**src/rtl/irq_agg_pkg.sv**
```systemverilog
package irq_agg_pkg;
  typedef enum logic {SEL_CAUSE = 1'b0, SEL_ENABLE = 1'b1} reg_sel_e;

  function automatic int grp_stride(int ports);
    return 2 * ports + 1;
  endfunction

  function automatic int err_bit(int g, int p, int ports);
    return g * grp_stride(ports) + 2 * p;
  endfunction

  function automatic int done_bit(int g, int p, int ports);
    return g * grp_stride(ports) + 2 * p + 1;
  endfunction

  function automatic int coal_bit(int g, int ports);
    return g * grp_stride(ports) + 2 * ports;
  endfunction

  function automatic int pci_bit(int groups, int ports);
    return groups * grp_stride(ports);
  endfunction

  function automatic int word_width(int groups, int ports);
    return groups * grp_stride(ports) + 4;
  endfunction
endpackage

```
**src/rtl/irq_cause_collect.sv**
```systemverilog
module irq_cause_collect
  import irq_agg_pkg::*;
#(
  parameter int GROUPS = 2,
  parameter int PORTS  = 4,
  localparam int NP = GROUPS * PORTS,
  localparam int W  = word_width(GROUPS, PORTS),
  localparam int PB = pci_bit(GROUPS, PORTS)
) (
  input  logic            clk,
  input  logic            rst_n,
  input  logic [NP-1:0]   port_done,
  input  logic [NP-1:0]   port_err,
  input  logic [GROUPS-1:0] grp_coal_done,
  input  logic            all_coal_done,
  input  logic            pci_err,
  input  logic            xact_coal_lo,
  input  logic            xact_coal_hi,
  output logic [W-1:0]    cause_q
);
  logic [W-1:0] src_word;

  for (genvar g = 0; g < GROUPS; g++) begin : g_grp
    for (genvar p = 0; p < PORTS; p++) begin : g_port
      assign src_word[err_bit(g, p, PORTS)]  = port_err[g*PORTS+p];
      assign src_word[done_bit(g, p, PORTS)] = port_done[g*PORTS+p];
    end
    assign src_word[coal_bit(g, PORTS)] = grp_coal_done[g];
  end
  assign src_word[PB]   = pci_err;
  assign src_word[PB+1] = xact_coal_lo;
  assign src_word[PB+2] = xact_coal_hi;
  assign src_word[PB+3] = all_coal_done;

  always_ff @(posedge clk or negedge rst_n) begin
    if (!rst_n) cause_q <= '0;
    else        cause_q <= src_word;
  end

  // a source that fell is gone from the cause word one cycle later
  a_r8_no_latch: assert property (@(posedge clk) disable iff (!rst_n)
    $fell(pci_err) |=> !cause_q[PB]);

  // the all-ports flag appears at the top position one cycle later
  a_r2_all_coal_pos: assert property (@(posedge clk) disable iff (!rst_n)
    all_coal_done |=> cause_q[PB+3]);
endmodule

```
**src/rtl/irq_enable_store.sv**
```systemverilog
module irq_enable_store
  import irq_agg_pkg::*;
#(
  parameter int GROUPS = 2,
  parameter int PORTS  = 4,
  localparam int W  = word_width(GROUPS, PORTS),
  localparam int AB = pci_bit(GROUPS, PORTS) + 3
) (
  input  logic         clk,
  input  logic         rst_n,
  input  logic         wr_en,
  input  logic [W-1:0] wdata,
  output logic [W-1:0] en_q
);
  logic [W-1:0] masked;

  always_comb begin
    masked = wdata;
    for (int g = 0; g < GROUPS; g++) begin
      if (wdata[coal_bit(g, PORTS)] || wdata[AB]) begin
        for (int p = 0; p < PORTS; p++) masked[done_bit(g, p, PORTS)] = 1'b0;
      end
    end
  end

  always_ff @(posedge clk or negedge rst_n) begin
    if (!rst_n)     en_q <= '0;
    else if (wr_en) en_q <= masked;
  end

  for (genvar g = 0; g < GROUPS; g++) begin : g_chk
    logic [PORTS-1:0] grp_done_en;
    for (genvar p = 0; p < PORTS; p++) begin : g_bit
      assign grp_done_en[p] = en_q[done_bit(g, p, PORTS)];
    end
    // R4 (group 0) and R5 (group 1): coalesced and per-port done enables never coexist
    a_r4_r5_done_excl: assert property (@(posedge clk) disable iff (!rst_n)
      (en_q[coal_bit(g, PORTS)] || en_q[AB]) |-> (grp_done_en == '0));
  end

  // without a write strobe the stored word holds
  a_r7_hold: assert property (@(posedge clk) disable iff (!rst_n)
    !wr_en |=> $stable(en_q));
endmodule

```
**src/rtl/irq_out_gate.sv**
```systemverilog
module irq_out_gate #(
  parameter int W = 22
) (
  input  logic         clk,
  input  logic         rst_n,
  input  logic [W-1:0] cause,
  input  logic [W-1:0] enable,
  output logic         irq
);
  assign irq = |(cause & enable);

  // nothing enabled means no interrupt
  a_r6_quiet_when_off: assert property (@(posedge clk) disable iff (!rst_n)
    (enable == '0) |-> !irq);

  // an interrupt always has an enabled cause behind it
  a_r6_has_source: assert property (@(posedge clk) disable iff (!rst_n)
    irq |-> (cause != '0));
endmodule

```
**src/rtl/irq_cause_aggregator.sv**
```systemverilog
module irq_cause_aggregator
  import irq_agg_pkg::*;
#(
  parameter int GROUPS = 2,
  parameter int PORTS  = 4,
  parameter int DW     = 32,
  localparam int NP = GROUPS * PORTS,
  localparam int W  = word_width(GROUPS, PORTS)
) (
  input  logic              clk,
  input  logic              rst_n,
  input  logic [NP-1:0]     port_done,
  input  logic [NP-1:0]     port_err,
  input  logic [GROUPS-1:0] grp_coal_done,
  input  logic              all_coal_done,
  input  logic              pci_err,
  input  logic              xact_coal_lo,
  input  logic              xact_coal_hi,
  input  logic              reg_wr,
  input  logic              reg_sel,
  input  logic [DW-1:0]     reg_wdata,
  output logic [DW-1:0]     reg_rdata,
  output logic              irq
);
  logic [W-1:0] cause_q;
  logic [W-1:0] en_q;
  logic         en_wr;

  assign en_wr = reg_wr && (reg_sel == SEL_ENABLE);

  irq_cause_collect #(.GROUPS(GROUPS), .PORTS(PORTS)) u_collect (
    .clk(clk), .rst_n(rst_n), .port_done(port_done), .port_err(port_err),
    .grp_coal_done(grp_coal_done), .all_coal_done(all_coal_done),
    .pci_err(pci_err), .xact_coal_lo(xact_coal_lo), .xact_coal_hi(xact_coal_hi),
    .cause_q(cause_q)
  );

  irq_enable_store #(.GROUPS(GROUPS), .PORTS(PORTS)) u_enable (
    .clk(clk), .rst_n(rst_n), .wr_en(en_wr), .wdata(reg_wdata[W-1:0]),
    .en_q(en_q)
  );

  irq_out_gate #(.W(W)) u_gate (
    .clk(clk), .rst_n(rst_n), .cause(cause_q), .enable(en_q), .irq(irq)
  );

  always_comb begin
    reg_rdata = '0;
    reg_rdata[W-1:0] = (reg_sel == SEL_ENABLE) ? en_q : cause_q;
  end

  if (DW > W) begin : g_hi
    logic unused_wdata_hi;
    assign unused_wdata_hi = ^reg_wdata[DW-1:W];
    // bits above the layout never read as 1
    a_r3_upper_zero: assert property (@(posedge clk) disable iff (!rst_n)
      reg_rdata[DW-1:W] == '0);
  end
endmodule

```
**config.mk**
```make
export PLATFORM = sky130hd
export DESIGN_NAME = irq_cause_aggregator
export DESIGN_NICKNAME = d
export VERILOG_FILES = /design/src/rtl/irq_agg_pkg.sv /design/src/rtl/irq_cause_collect.sv /design/src/rtl/irq_enable_store.sv /design/src/rtl/irq_out_gate.sv /design/src/rtl/irq_cause_aggregator.sv
export SDC_FILE = /design/constraint.sdc
export NUM_CORES = 1
export LEC_CHECK = 0
export BUFFER_PORTS_ARGS = -buffer_cell sky130_fd_sc_hd__clkbuf_2
export CORE_MARGIN = 2
export CORE_UTILIZATION = 32
export CTS_CLUSTER_SIZE = 20
export DETAILED_ROUTE_END_ITERATION = 8
export SLEW_MARGIN = 40
export SYNTH_ARGS = -nofsm -noshare
export SYNTH_HDL_FRONTEND = slang
export SYNTH_SLANG_ARGS = --single-unit
```
**constraint.sdc**
```tcl
create_clock -name clk -period 2.3 [get_ports clk]
set_input_delay 0.115 -clock clk [delete_from_list [all_inputs] [get_ports clk]]
set_output_delay 0.115 -clock clk [all_outputs]
set_load 0.01 [all_outputs]
```
==> out/results.ini, run 1 <==
[run_status]
outcome=complete, no violations

[global_route]
grt_use_met1=0.176
grt_pass1_wl_um=6470
grt_max_degree=35
use_met3=0.0396
grt_pass1_vias=1370
grt.total_usage=0.134
grt_util_met2=0.218
grt-ovfl-total=0
antenna_found_initial=0
grt-busiest-layer=met2

[hold_path]
hp-class=input pin to flip-flop

[synth]
synth_seq_area_share=0.604
ys_seq_elements=44
yosysWarnings=0
synth.avg_cell_area_um2=15.3
synth_area_mm2=0.00182
synth.distinct_cells=15
syn_inst=119

[place]
io_buffer_count=70
routabilityCongestion=0.732
preCtsSetupSlack_ps=751
dp_hpwl_um=2800

[floorplan]
die_area_mm2=0.00632
initial_utilization=0.331
ioPinCount=91
fp.coreArea_mm2=0.00551
die-height_um=79.5
row_count=27
chipWidth_um=79.5

[timing]
rsz0062_at_grt=false
report.final.slew_viol_count=0
fin_skew_ps=0
timing.final.ws_setup_ps=484
period_minus_slack_ps=1820
setup_viol=0
fmax_mhz=551
fin_tns_setup_ps=0
fin_crit_sh=0.789
hold_viol_final=0
slew-limit-headroom=0.596
tightestPinTransition_ps=604

[detailed_routing]
drtAntennaViolNets=0
vias=1290
first_pass_iters=4
finalWirelength_um=3850
wl_per_cell_um=13.4
drt_iter0_drc=20
route.detailed.drc=0
viasPerCell=4.49

[clock_network]
h-tree-depth=2
numCtsBuffers=5
root_buffer=clkbuf_8
clock-sinks=44
clock_latency_ps=280
cts.clk_slew.worst_paths_ps=80
cts_tree=yes
cts.path.max_buffers=2
post_cts_buffers=0

[pwr]
switching_power_mw=0.410
power_frac_clock=0.318
power_leakage_nw=1.24
powerDensity_mw_per_mm2=682
seqPwrFrac=0.509
ir_drop_uv=370
pwr-share-comb=0.173
internal-power_mw=1.32
swShare=0.237

[setup_path]
cpLargestDelayFamily=compound AO/OA/AOI/OAI gates
cp_cell_sequence=a22o_1, a221oi_1, and4_1, nand4_1, clkbuf_2
crit_required_ps=2180
worst-path-max-fanout=3
setup.worst_path.class=flip-flop to primary output
crit_path_top_delay_cell=dfrtp_1
start_kind=flip-flop
max_stage_delay_ps=400
cp.arrival_ps=1700
path_buf_inv=1
worstSetupEndpointType=primary output

[layout]
drive_gt1_frac=0.498
final_cell_mix=70 x clkbuf_2, 44 x dfrtp_1, 24 x mux2_2
area_growth_pct=39.3
insertedDiodeCount=0
num-nets-final=274
mostFrequentLayoutCell=clkbuf_2

[run]
drv_cap=0

power by group through the flow:
stage | registers (mW) | logic [mW] | clock network [mW]
after detailed placement | 0.899 | 0.275 | 0
after floorplan | 0.885 | 0.171 | 0
after global placement | 0.897 | 0.273 | 0
after CTS | 0.884 | 0.307 | 0.571
final | 0.883 | 0.300 | 0.550
after global routing | 0.895 | 0.333 | 0.604
through the flow:
stage	area [µm²]	cells	utilization	hold WS (ps)	total power [mW]
3_5_place_dp	2210	258	0.402	-8.14	1.17
6_report	2540	287	0.461	31.7	1.73
2_1_floorplan	1860	128	-	-181	1.06
5_1_grt	2540	287	0.461	31.8	1.83
3_3_place_gp	2210	258	0.402	-6.36	1.17
4_1_cts	2540	287	0.461	23.0	1.76
cell usage after synthesis (all sizes together):
| cell type | instances | area (µm²) |
|---|---|---|
| dfrtp | 44 | 1100 |
| buf | 14 | 101 |
| conb | 1 | 3.75 |
| nand2 | 1 | 6.26 |
| a22oi | 3 | 22.5 |
| a221oi | 4 | 35.0 |
| a22o | 12 | 105 |
| and4 | 1 | 8.76 |
| nand4 | 1 | 6.26 |
| mux2 | 36 | 413 |
| nor3 | 2 | 20.0 |
layer usage:
metal	vias to the layer above	routed length, µm
met1	623	1670
met4	0	27
met2	53	1890
met5	-	0
li1	610	-
met3	4	273
repair_timing:
action                    4_1_cts  5_1_grt
gates resized for setup         0        0
hold endpoints to repair       32        0
hold buffers                   23        0
cell type report:
class	count	area, µm²
tap	72	90.1
clock buffer	5	68.8
multi-input combinational	70	654
fill	517	2970
clock inverter	1	30.0
timing repair buffer	95	596
sequential	44	1100
flip-flops by register name (all words and copies together) (netlist names):
name,flops
u_enable.en_q,22
u_collect.cause_q,22
path summary, 6_finish.rpt:
check                                                    from                         endpoint  slack (ps)  cells after the start
worst max-delay path            u_enable.en_q[10]$_DFFE_PN0P_                              irq         480                      5
worst min-delay path                             reg_wdata[2]     u_enable.en_q[2]$_DFFE_PN0P_          30                      2
worst max register to register  u_enable.en_q[13]$_DFFE_PN0P_    u_enable.en_q[13]$_DFFE_PN0P_        1490                      1
worst min register to register  u_enable.en_q[17]$_DFFE_PN0P_    u_enable.en_q[17]$_DFFE_PN0P_         520                      1
max in group asynchronous                               rst_n  u_collect.cause_q[20]$_DFF_PN0_        1370                      3
min in group asynchronous                               rst_n     u_enable.en_q[6]$_DFFE_PN0P_         210                      2
cell families (layout without fill, tap and decap cells):
logic type             Yosys count  after routing  share of synthesized area
other                            1             10                    0.00206
multiplexers                    36             36                      0.226
buffers and inverters           14            101                     0.0556
AND/OR/NAND/NOR                  5              5                     0.0227
flip-flops                      44             44                      0.604
AO/OA/AOI/OAI                   19             19                     0.0892
(Power assumes the default switching activity.)
==> inputs of run 2 (changes only) <==
==> constraint.sdc (replaced) <==
create_clock -name clk -period 1.9 [get_ports clk]
set_input_delay 0.095 -clock clk [delete_from_list [all_inputs] [get_ports clk]]
set_output_delay 0.095 -clock clk [all_outputs]
set_load 0.01 [all_outputs]
==> out/results.ini, run 2 (synthesized netlist as in run 1, its figures left out) <==
[run_status]
outcome=complete, no violations

[detailed_routing]
drtAntennaViolNets=0
drt_iter0_drc=27
wl_per_cell_um=13.8
route.detailed.drc=0
first_pass_iters=4
finalWirelength_um=4020
vias=1316
viasPerCell=4.51

[pwr]
ir_drop_uv=439
power_leakage_nw=1.26
powerDensity_mw_per_mm2=829
finalPower_mw=2.16
pwr-share-comb=0.175
switching_power_mw=0.534
internal-power_mw=1.62
seqPwrFrac=0.498
swShare=0.248
power_frac_clock=0.327

[clock_network]
numCtsBuffers=5
cts.path.max_buffers=2
clock_latency_ps=290
clock-sinks=44
cts.clk_slew.worst_paths_ps=80
root_buffer=clkbuf_8
post_cts_buffers=0
h-tree-depth=2
cts_tree=yes

[setup_path]
worst-path-max-fanout=3
cp.arrival_ps=1650
worstSetupEndpointType=primary output
max_stage_delay_ps=400
crit_required_ps=1800
setup.worst_path.class=flip-flop to primary output
cp_cell_sequence=a22o_1, a221oi_2, and4_1, nand4_1, clkbuf_2
crit_path_top_delay_cell=dfrtp_1
start_kind=flip-flop

[floorplan]
die-height_um=79.5
fp.coreArea_mm2=0.00551
ioPinCount=91
chipWidth_um=79.5
die_area_mm2=0.00632
initial_utilization=0.331
row_count=27

[place]
routabilityCongestion=0.713
dp_hpwl_um=2770
io_buffer_count=70

[layout]
num-nets-final=277
insertedDiodeCount=0
regArea_mm2=0.00110
drive_gt1_frac=0.509
nFillCells=512
final_cell_mix=70 x clkbuf_2, 44 x dfrtp_1, 26 x dlygate4sd3_1
mostFrequentLayoutCell=clkbuf_2
area_growth_pct=42.7
multi_input_area_um2=673
top_regs=u_collect.cause_q: 22 flops, u_enable.en_q: 22 flops

[timing]
rsz0062_at_grt=false
fin_skew_ps=0
tightestPinTransition_ps=608
report.final.slew_viol_count=0
hold_viol_final=0
fin_tns_setup_ps=0
fmax_mhz=573
slew-limit-headroom=0.593
fin_crit_sh=0.919
setup_viol=0
period_minus_slack_ps=1750

[hold_path]
hp-class=input pin to flip-flop

[global_route]
grt-ovfl-total=0
grt_pass1_vias=1346
grt_pass1_wl_um=6370
grt.total_usage=0.131
antenna_found_initial=0
grt_max_degree=45

[run]
drv_cap=0

[run 2: what timing repair did]
item | CTS | global route
gates resized for setup | 0 | 3
hold endpoints to repair | 69 | 0
hold buffers | 26 | 0
setup endpoints to repair | 0 | 1
[run 2: area by class of cell]
class                      count  share of cell area
sequential                    44               0.423
clock inverter                 3              0.0164
tap                           72              0.0346
timing repair buffer          98               0.241
multi-input combinational     70               0.259
clock buffer                   5              0.0265
[run 2: power by group through the flow]
stage | sequential (mW) | combinational (mW) | clock, mW
3_5_place_dp | 1.09 | 0.333 | 0
4_1_cts | 1.07 | 0.377 | 0.732
2_1_floorplan | 1.07 | 0.207 | 0
5_1_grt | 1.09 | 0.411 | 0.769
6_report | 1.07 | 0.376 | 0.705
3_3_place_gp | 1.09 | 0.332 | 0
[run 2: layer usage]
metal,vias to the layer above,global-route usage,share of wire
met3,3,0.0328,0.062
met1,640,0.172,0.44
met5,-,0,0
li1,624,-,-
met2,49,0.218,0.49
met4,0,0.0310,0.0075
[run 2: metrics by stage]
| stage | instances | utilization | instance area, µm² | hold WS [ps] | setup slack (ps) |
|---|---|---|---|---|---|
| final | 292 | 0.472 | 2600 | 9.72 | 155 |
| after global placement | 258 | 0.402 | 2210 | 204 | 369 |
| after global routing | 292 | 0.472 | 2600 | 3.58 | 21.0 |
| after CTS | 292 | 0.469 | 2580 | 1.90 | 41.2 |
| after floorplan | 128 | - | 1860 | -201 | 695 |
| after detailed placement | 258 | 0.402 | 2210 | 205 | 350 |
[run 2: path summary, 6_finish.rpt]
kind / endpoint / slack (ps) / start / cells past startpoint
worst max-delay path: irq / 150 / u_enable.en_q[10]$_DFFE_PN0P_ / 5
worst min-delay path: u_enable.en_q[4]$_DFFE_PN0P_ / 10 / reg_wdata[4] / 2
max in group asynchronous: u_collect.cause_q[19]$_DFF_PN0_ / 1110 / rst_n / 3
min in group asynchronous: u_collect.cause_q[10]$_DFF_PN0_ / 410 / rst_n / 3
worst max register to register: u_enable.en_q[13]$_DFFE_PN0P_ / 1090 / u_enable.en_q[13]$_DFFE_PN0P_ / 1
worst min register to register: u_enable.en_q[8]$_DFFE_PN0P_ / 530 / u_enable.en_q[8]$_DFFE_PN0P_ / 1
[run 2: critical path, delay by kind of cell, from the launching register on]
family	cells	cell delay [ps]
AO/OA/AOI/OAI	2	470
buffers and inverters	1	150
flip-flops	1	400
AND/OR/NAND/NOR	2	330
==> inputs of run 3 (changes only) <==
--- a/config.mk
+++ b/config.mk
@@ -13,4 +13,5 @@
 export SLEW_MARGIN = 40
 export SYNTH_ARGS = -nofsm -noshare
 export SYNTH_HDL_FRONTEND = slang
+export SYNTH_HIERARCHICAL = 1
 export SYNTH_SLANG_ARGS = --single-unit
==> out/results.ini, run 3 <==
[timing]
report.final.slew_viol_count=0
rsz0062_at_grt=false
fin_skew_ps=0
slew-limit-headroom=0.620
fin_crit_sh=0.878
setup_viol=0
fin_tns_setup_ps=0
hold_viol_final=0
tightestPinTransition_ps=570
period_minus_slack_ps=1670
holdWs_ps=24.8
timing.final.ws_setup_ps=232
fmax_mhz=600

[global_route]
antenna_found_initial=0
grt.total_usage=0.136
grt_max_degree=45
grt-ovfl-total=0
grt_pass1_vias=1411
grt_pass1_wl_um=6710

[hold_path]
holdPathStages=3
hp-class=input pin to flip-flop

[layout]
multi_input_area_um2=708
nFillCells=561
top_regs=u_collect/cause_q: 22 flops, u_enable/en_q: 22 flops
area_growth_pct=38.7
drive_gt1_frac=0.509
mostFrequentLayoutCell=clkbuf_2
final_cell_mix=70 x clkbuf_2, 44 x dfrtp_1, 23 x dlygate4sd3_1
insertedDiodeCount=0
regArea_mm2=0.00110
num-nets-final=292
final_core_util=0.455

[detailed_routing]
finalWirelength_um=4140
route.detailed.drc=0
viasPerCell=4.42
vias=1366
met1_length_um=1780
highest_layer=met3
first_pass_iters=4
drtAntennaViolNets=0
wl_per_cell_um=13.4
wl_met2_um=2080
drt_iter0_drc=40
wl_met3_um=275

[clock_network]
numCtsBuffers=5
clock_latency_ps=290
cts.clk_slew.worst_paths_ps=80
cts_hold_buffers=23
h-tree-depth=2
clock-sinks=44
root_buffer=clkbuf_8
post_cts_buffers=0
cts_tree=yes
cts.path.max_buffers=2
post_cts_resized=0

[synth]
synth.avg_cell_area_um2=14.1
synth.most_common_cell=dfrtp_1
synth_common_cells=44 x dfrtp_1, 22 x mux2_2, 14 x mux2_4
synth.area.top_cells=dfrtp_1 57%, mux2_2 13%, mux2_4 11%
ys_dominant_reg_cell=dfrtp_1
synth.distinct_cells=18
synth_top_area_share=0.570
async_flop_share=1.00
syn_inst=137
synth_seq_area_share=0.570
yosysWarnings=6
ys_seq_elements=44
synth_edf_count=0
synth_area_mm2=0.00193
yosysTopAreaCell=dfrtp_1

[run]
drv_cap=0

[floorplan]
ioPinCount=91
chipWidth_um=81.7
die_area_mm2=0.00667
row_count=28
initial_utilization=0.328
die-height_um=81.7
fp.coreArea_mm2=0.00589

[setup_path]
rr_endpoint=u_enable/en_q[8]$_DFFE_PN0P_
start_kind=flip-flop
cp.arrival_ps=1570
worstReg2RegStart=u_enable/en_q[8]$_DFFE_PN0P_
crit_required_ps=1800
worstSetupEndpoint=irq
worst-path-max-fanout=2
cp-startpoint=u_collect/cause_q[4]$_DFF_PN0_
rrSetupSlack_ps=1110
ff2ff_path_depth=1
worstSetupEndpointType=primary output
setup.worst_path.class=flip-flop to primary output

[place]
routabilityCongestion=0.687
dp_hpwl_um=2840
io_buffer_count=70
preCtsSetupSlack_ps=520

[pwr]
ir_drop_uv=492
powerDensity_mw_per_mm2=864
power_leakage_nw=1.31

[run_status]
outcome=complete, no violations

==> run 3: cell types whose count changed after synthesis, sizes merged <==
cell,previous run,this run
a22o,12,3
inv,0,8
nand2,1,9
o22ai,0,8
nor3,2,0
or2,0,2
a22oi,3,4
and2,0,1
and3,0,1
and4,1,0
buf,14,15
==> run 3: cells by family (layout without fill, tap and decap cells) <==
family / after synthesis / in the layout / share of synthesized area
buf+inv: 23 / 111 / 0.0804
simple gates: 14 / 14 / 0.0337
compound gates: 19 / 19 / 0.0765
mux: 36 / 36 / 0.237
flops: 44 / 44 / 0.570
other cells: 1 / 10 / 0.00194
==> run 3: worst min-delay path by stage <==
| stage | slack (ps) | to | from |
|---|---|---|---|
| floorplan | -200 | u_collect/cause_q[0]$_DFF_PN0_ | rst_n |
| global placement | 200 | u_collect/cause_q[11]$_DFF_PN0_ | port_err[5] |
| detailed placement | 200 | u_collect/cause_q[12]$_DFF_PN0_ | port_done[5] |
| CTS | 10 | u_enable/en_q[3]$_DFFE_PN0P_ | reg_wdata[3] |
| global route | 20 | u_enable/en_q[11]$_DFFE_PN0P_ | reg_wdata[11] |
| finish | 20 | u_enable/en_q[12]$_DFFE_PN0P_ | reg_wdata[12] |
==> run 3: per-layer routing <==
metal,vias up,global-route usage
li1,655,-
met1,659,0.175
met2,52,0.220
met3,0,0.0440
met4,0,0.0350
met5,-,0
==> run 3: through the flow <==
stage,std cells,power (mW),instance area (µm²)
6_report,309,2.31,2680
5_1_grt,309,2.44,2680
4_1_cts,309,2.35,2680
3_5_place_dp,279,1.48,2320
3_3_place_gp,279,1.47,2320
2_1_floorplan,146,1.33,1960
==> run 3: final cells by class <==
cell class,instances,area share
Clock buffer,5,0.0257
Clock inverter,2,0.0224
Inverter,8,0.0112
Multi-Input combinational cell,79,0.264
Sequential cell,44,0.411
Tap cell,75,0.0350
Timing Repair Buffer,96,0.230
==> run 3: power breakdown <==
group          internal, mW  total (mW)  switching, mW
Sequential             1.02        1.07         0.0563
Clock                 0.517       0.822          0.305
Combinational         0.246       0.418          0.172
==> run 3: worst max-delay path: stages (launching register included) <==
cell,delay [ps]
dfrtp_1,380
a22o_1,250
a221oi_2,200
and3_1,210
nand4_1,90
clkbuf_2,150
